`src/rtl/fsbw_pkg.sv`:
```
package fsbw_pkg;
  localparam int DATA_W = 32;
  localparam int IDX_W  = 5;

  typedef struct packed {
    logic             bitWrite;
    logic             bitValue;
    logic [IDX_W-1:0] bitIdx;
    logic             crRecord;
  } ctrlStrobes_t;
endpackage

```
`src/rtl/fsbw_ctrl.sv`:
```
module fsbw_ctrl
  import fsbw_pkg::*;
#(
  parameter int unsigned OPC_PRIMARY   = 63,
  parameter int unsigned XO_CLEAR      = 70,
  parameter int unsigned XO_SET        = 38,
  parameter logic [DATA_W-1:0] PROT_IDX_MASK = 32'h0000_0006
) (
  input  logic              clk,
  input  logic              rst,
  input  logic              instrValid,
  input  logic [DATA_W-1:0] instrWord,
  output ctrlStrobes_t      strobes,
  output logic              donePulse,
  output logic              unsupPulse
);
  localparam int OPC_W = 6;
  localparam int XO_W  = 10;
  localparam int OPC_LSB = DATA_W - OPC_W;
  localparam int IDX_LSB = OPC_LSB - IDX_W;

  logic [OPC_W-1:0] opField;
  logic [XO_W-1:0]  xoField;
  logic [IDX_W-1:0] idxField;
  logic             rcField;
  logic             isClear, isSet, isHit, isProtected;

  always_comb begin
    opField     = instrWord[DATA_W-1 -: OPC_W];
    idxField    = instrWord[IDX_LSB +: IDX_W];
    xoField     = instrWord[XO_W:1];
    rcField     = instrWord[0];
    isClear     = (opField == OPC_W'(OPC_PRIMARY)) && (xoField == XO_W'(XO_CLEAR));
    isSet       = (opField == OPC_W'(OPC_PRIMARY)) && (xoField == XO_W'(XO_SET));
    isHit       = isClear || isSet;
    isProtected = PROT_IDX_MASK[idxField];

    strobes.bitWrite = instrValid && isHit && !isProtected;
    strobes.bitValue = isSet;
    strobes.bitIdx   = idxField;
    strobes.crRecord = instrValid && isHit && rcField;
  end

  always_ff @(posedge clk) begin
    if (rst) begin
      donePulse  <= 1'b0;
      unsupPulse <= 1'b0;
    end else begin
      donePulse  <= instrValid && isHit;
      unsupPulse <= instrValid && !isHit;
    end
  end
endmodule

```
`src/rtl/fsbw_datapath.sv`:
```
module fsbw_datapath
  import fsbw_pkg::*;
#(
  parameter int CR_FIELD = 1
) (
  input  logic              clk,
  input  logic              rst,
  input  ctrlStrobes_t      strobes,
  output logic [DATA_W-1:0] statusReg,
  output logic [DATA_W-1:0] condReg
);
  localparam int FIELD_W = 4;
  localparam int CR_LSB  = DATA_W - FIELD_W * (CR_FIELD + 1);

  logic [DATA_W-1:0] selMask;
  logic [DATA_W-1:0] nextStatus;

  for (genvar g = 0; g < DATA_W; g++) begin : g_sel
    assign selMask[g] = (strobes.bitIdx == IDX_W'(DATA_W - 1 - g));
  end

  always_comb begin
    nextStatus = statusReg;
    if (strobes.bitWrite) begin
      if (strobes.bitValue) nextStatus = statusReg | selMask;
      else                  nextStatus = statusReg & ~selMask;
    end
  end

  always_ff @(posedge clk) begin
    if (rst) begin
      statusReg <= '0;
      condReg   <= '0;
    end else begin
      statusReg <= nextStatus;
      if (strobes.crRecord)
        condReg[CR_LSB +: FIELD_W] <= nextStatus[DATA_W-1 -: FIELD_W];
    end
  end
endmodule

```
`src/rtl/fp_status_bit_writer.sv`:
```
module fp_status_bit_writer
  import fsbw_pkg::*;
(
  input  logic              clk,
  input  logic              rst,
  input  logic              instrValid,
  input  logic [DATA_W-1:0] instrWord,
  output logic [DATA_W-1:0] statusReg,
  output logic [DATA_W-1:0] condReg,
  output logic              done,
  output logic              unsupported
);
  ctrlStrobes_t strobes;

  fsbw_ctrl i_ctrl (
    .clk        (clk),
    .rst        (rst),
    .instrValid (instrValid),
    .instrWord  (instrWord),
    .strobes    (strobes),
    .donePulse  (done),
    .unsupPulse (unsupported)
  );

  fsbw_datapath i_datapath (
    .clk       (clk),
    .rst       (rst),
    .strobes   (strobes),
    .statusReg (statusReg),
    .condReg   (condReg)
  );
endmodule

```
`config.mk`:
```
export PLATFORM = sky130hd
export DESIGN_NAME = fp_status_bit_writer
export DESIGN_NICKNAME = d
export VERILOG_FILES = /design/src/rtl/fsbw_pkg.sv /design/src/rtl/fsbw_ctrl.sv /design/src/rtl/fsbw_datapath.sv /design/src/rtl/fp_status_bit_writer.sv
export SDC_FILE = /design/constraint.sdc
export NUM_CORES = 1
export LEC_CHECK = 0
export BUFFER_PORTS_ARGS = -buffer_cell sky130_fd_sc_hd__buf_2
export CELL_PAD_IN_SITES_DETAIL_PLACEMENT = 2
export CELL_PAD_IN_SITES_GLOBAL_PLACEMENT = 2
export CORE_AREA = 2 2 97 99
export DETAILED_ROUTE_END_ITERATION = 16
export DIE_AREA = 0 0 99 101
export GPL_ROUTABILITY_DRIVEN = 0
export GPL_TIMING_DRIVEN = 0
export PLACE_DENSITY_LB_ADDON = 0.1
export SLEW_MARGIN = 20
export SYNTH_ARGS = -nofsm -noshare
export SYNTH_HDL_FRONTEND = slang
export SYNTH_SLANG_ARGS = --single-unit
```
`constraint.sdc`:
```
create_clock -name clk -period 1.7 [get_ports clk]
set_input_delay 0.17 -clock clk [delete_from_list [all_inputs] [get_ports clk]]
set_output_delay 0.17 -clock clk [all_outputs]
set_load 0.005 [all_outputs]
```
==> flow_summary.toml, run 1 <==
[die]
dieArea_mm2 = 0.0100
start_util = 0.252
die_h_um = 101
ios = 101
dieWidth_um = 99
fp-row-count = 35
core_mm2 = 0.00898

[clock_tree]
cts_buffers = 5
clk_latency_ns = 0.29
clk_path_buf_depth = 2
clock_sinks = 38
path_clk_slew_ns = 0.08
cts_hold_buf = 0
cts_root_buf = "clkbuf_8"
cts_tree = "yes"
h-tree-depth = 2

[drt]
avgViaCountPerCell = 4.39
vias = 2072
antenna_left = 0
drtIter0Drc = 31
dr.pass1.iters = 4
wirelength_mm = 6.63
drc = 0
routedWlPerCell_um = 14.0

[synth]
synth.most_common_cell = "dfxtp_1"
synthFlopType = "dfxtp_1"
yosysUniqueCellTypes = 30
synth_common_cells = "38 x dfxtp_1, 37 x nand2b_1, 29 x buf_4, 28 x mux2i_1"
syn_avg_cell_area_um2 = 8.58
synthXorXnorAreaFrac = 0.00387
synthAdderAreaFrac = 0.0221
synthArstFlopShare = 0
yosysWarnings = 0
muxShareOfSynthArea = 0.124
synthCells = 264
synth-seq-cells = 38
synth_top_area_share = 0.336
synth-edff-count = 0
netlist_area_mm2 = 0.00226
synth_area_leader_cell = "dfxtp_1"
synth_top_family_by_area = "simple AND/OR/NAND/NOR gates"
synth.top_cells.by_area = "dfxtp_1 34%, mux2i_1 12%, nand2b_1 10%"
seq_area_frac_synth = 0.336
synth_compound_area_frac = 0.0564
synth-simple-area-share = 0.301

[timing]
rsz0062_at_grt = "no"
finClkSkew_ns = 0.00309
hold_viol = 0
slew_violations = 0
fin_setup_tns_ns = 0
worst_pin_slew_ns = 0.516
hold_slack_ns = 0.184
min_period_over_period = 0.881
fmax_ghz = 0.668
max-slew-margin-rel = 0.655
period_needed_ns = 1.50
setup_viol = 0

[cells_and_area]
syn2layout_area_growth_pct = 29.6
num_antenna_cells = 0
stdcell_area_mm2 = 0.00293
fillCellCount = 1089
drive_gt1_frac = 0.319
nets = 399

[min_path]
hold_class = "in2reg"

[placement]
dpl-instance-area_mm2 = 0.00281
numPortBuffers = 61
dp_hpwl_mm = 5.29

[setup_path]
cp.arrival_ns = 1.68
worstPathRequired_ns = 1.88
cp_max_fo = 10
critPathLaunchType = "input pin"
endpoint_kind = "flop"
criticalPathCategory = "in2reg"

[power]
cellPowerDensity_mw_per_mm2 = 598
power.leakage_uw = 0.00147
vdd_drop_max_uv = 237

[global_route]
grt_max_degree = 13
grt_usage = 0.135
grt_antenna_before_repair = 0
grt-ovfl-total = 0
grt_pass1_wl_mm = 10.7
grt_pass1_vias = 2192

[job]
cap_violations = 0

[outcome]
run_status = "complete, no violations"
==> critical path, stage by stage <==
cell	delay, ns
buf_2	0.10
or4_4	0.58
nor2_4	0.23
clkbuf_2	0.28
nand4_1	0.17
mux2i_1	0.16
==> layout by cell type, fill, tap and decap left out, drive strengths merged, types with 7 or more instances in the layout <==
cell type	instances
a21oi	9
nand4	25
nand3	9
nor2	26
clkbuf	17
inv	7
nand2b	37
conb	28
dfxtp	38
buf	99
mux2i	28
==> final cells by class <==
class | instances | area, µm² | share of cell area
sequential | 38 | 761 | 0.259
clock buffer | 6 | 82.6 | 0.0281
timing repair buffer | 62 | 313 | 0.107
buffer | 48 | 328 | 0.112
inverter | 7 | 26.3 | 0.00896
tap | 111 | 139 | 0.0473
clock inverter | 2 | 12.5 | 0.00426
multi-input combinational | 198 | 1270 | 0.434
==> per-layer routing <==
metal | track usage | wire length [µm] | vias up
li1 | - | - | 1038
met1 | 0.155 | 2810 | 985
met2 | 0.255 | 3430 | 42
met3 | 0.0257 | 298 | 7
met4 | 0.0379 | 80 | 0
met5 | 0 | 0 | -
==> power breakdown <==
group	switching (µW)	leakage [µW]	internal, µW	total [µW]
registers	0.225	0.000306	890	890
logic	109	0.00112	98.6	208
clock network	329	0.0000472	326	656
total	439	0.00147	1310	1750
==> metrics by stage <==
step | total power [µW] | utilization | std cells | setup slack [ns]
after global placement | 1110 | 0.313 | 463 | -0.366
after global routing | 1860 | 0.327 | 472 | 0.0404
after CTS | 1790 | 0.324 | 471 | 0.0406
final | 1750 | 0.327 | 472 | 0.202
after detailed placement | 1120 | 0.313 | 463 | -0.374
after floorplan | 1050 | - | 291 | 0.0866
==> logic make-up after synthesis <==
kind of cell | after synthesis
buf+inv | 55
fa+ha+maj | 4
mux | 28
xor+xnor | 1
other cells | 1
compound gates | 18
flops | 38
simple gates | 119
==> path summary, 6_finish.rpt <==
path | slack, ns | from | cells past startpoint | to
worst max-delay path | 0.20 | instrWord[5] | 6 | flop
worst min-delay path | 0.18 | instrValid | 3 | i_ctrl.unsupPulse
worst max register to register | 0.76 | i_datapath.statusReg[31] | 3 | i_datapath.condReg[27]
worst min register to register | 0.48 | flop | 2 | flop
==> what timing repair did <==
item                                    4_1_cts  5_1_grt
endpoints found under the setup margin       16       25
setup buffers                                 0        1
resized for setup                             3        3
pin swaps                                     0        1
No activity file was read; power rests on OpenSTA's default activity.
==> inputs of run 2 (changes only) <==
==> constraint.sdc (replaced) <==
create_clock -name clk -period 1.7 [get_ports clk]
set_input_delay 0 -clock clk [delete_from_list [all_inputs] [get_ports clk]]
set_output_delay 0 -clock clk [all_outputs]
set_load 0.005 [all_outputs]
==> run 2 against run 1 <==
Effect of this change: maximum frequency is 6.5% lower; hold slack worse by 0.17 ns; critical path depth is the same; via count barely moved; cell count is 0.21% lower; total power about the same; die area is the same; clock skew down 0.00056 ns; critical path type unchanged.
==> flow_summary.toml, run 2 (synthesis gave the netlist of run 1 again) <==
[timing]
fmax_ghz = 0.624
rsz0062_at_grt = "no"
hold_viol = 0
min_period_over_period = 0.942
slew_violations = 0
period_needed_ns = 1.60
max-slew-margin-rel = 0.593
worst_pin_slew_ns = 0.606
finClkSkew_ns = 0.00253
setup_viol = 0
layout_setup_ws_ns = 0.0978

[setup_path]
cp.arrival_ns = 1.78
worstPathRequired_ns = 1.88
reg2reg_depth = 3
reg2reg_from = "i_datapath.statusReg[31]"
criticalPathCategory = "in2reg"
timing.rr.end = "i_datapath.condReg[27]"
critPathLaunchType = "input pin"
cp_max_fo = 10
endpoint_kind = "flop"
reg2reg_slack_ns = 0.76

[global_route]
grt_pass1_wl_mm = 10.7
grt_use_met2 = 0.255
grt_antenna_before_repair = 0
grt_pass1_vias = 2192
grt_busiest_layer = "met2"
grt_max_degree = 13
grt_usage = 0.135
grt-ovfl-total = 0
grt.met3_usage = 0.0257
use_met1 = 0.155

[min_path]
min_from = "instrValid"
holdPathStages = 3
hold_class = "in2reg"
hold_path_end = "i_ctrl.unsupPulse"

[placement]
dpl-instance-area_mm2 = 0.00281
post-place-ws_ns = -0.204
numPortBuffers = 61
dp_hpwl_mm = 5.29

[cells_and_area]
stdcell_area_mm2 = 0.00291
drive_gt1_frac = 0.308
nets = 398
num_antenna_cells = 0
mostFrequentLayoutCell = "buf_2"
syn2layout_area_growth_pct = 28.5
fillCellCount = 1092
layout_common_cells = "66 x buf_2, 38 x dfxtp_1, 37 x nand2b_1"

[die]
fp-row-count = 35
start_util = 0.252
dieWidth_um = 99
die_h_um = 101
ios = 101
dieArea_mm2 = 0.0100
core_mm2 = 0.00898

[drt]
drtIter0Drc = 23
avgViaCountPerCell = 4.39
routedWlPerCell_um = 14.1
drc = 0
wirelength_mm = 6.62
antenna_left = 0
dr.pass1.iters = 4
vias = 2070

[power]
cellPowerDensity_mw_per_mm2 = 603
power_uw = 1760
vdd_drop_max_uv = 240
power.leakage_uw = 0.00146

[clock_tree]
cts_buffers = 5
path_clk_slew_ns = 0.08
clock_sinks = 38
cts_hold_buf = 0
clk_latency_ns = 0.29
cts_root_buf = "clkbuf_8"
clk_path_buf_depth = 2
cts_tree = "yes"
h-tree-depth = 2

[job]
cap_violations = 0

[outcome]
run_status = "complete, no violations"
## run 2: final cells by class
type,count,area [µm²],area share
plain buffers,48,327,0.112
clock buffers,6,82.6,0.0284
clock inverters,2,12.5,0.00430
inverters,7,26.3,0.00903
multi-input cells,198,1260,0.432
flip-flops and latches,38,761,0.261
well taps,111,139,0.0477
repair buffers,61,305,0.105
## run 2: worst max-delay path by stage
| stage | from | end | depth (start not counted) |
|---|---|---|---|
| 2_1_floorplan | instrWord[5] | flop | 6 |
| 3_3_place_gp | instrWord[1] | i_datapath.condReg[27] | 7 |
| 3_5_place_dp | instrWord[1] | i_datapath.condReg[27] | 7 |
| 4_1_cts | instrWord[1] | i_datapath.condReg[27] | 7 |
| 5_1_grt | instrWord[5] | flop | 6 |
| 6_report | instrWord[5] | flop | 6 |
## run 2: critical path: stages
cell	delay, ns
buf_2	0.10
or4_4	0.56
nor2_2	0.33
clkbuf_1	0.41
nand4_1	0.22
mux2i_1	0.16
## run 2: routing by layer
metal,wire length [µm],vias up
li1,-,1037
met1,2820,984
met2,3420,42
met3,298,7
met4,80,0
met5,0,-
## run 2: power by group
group	internal, µW	leakage (µW)	switching, µW
registers	890	0.000306	0.225
clock network	326	0.0000472	333
logic	98.3	0.00111	107
total	1310	0.00146	441
## run 2: what timing repair did
action,4_1_cts,5_1_grt
resized for setup,0,3
endpoints found under the setup margin,0,8
setup buffers,0,0
## run 2: per-stage QoR
step / util / TNS (ns) / hold WS (ns) / std cells
CTS: 0.324 / 0 / 0.0118 / 471
global placement: 0.313 / -3.10 / 0.326 / 463
global route: 0.324 / 0 / 0.0398 / 471
detailed placement: 0.313 / -4.25 / 0.333 / 463
floorplan: - / 0 / 0.228 / 291
finish: 0.324 / 0 / 0.0118 / 471
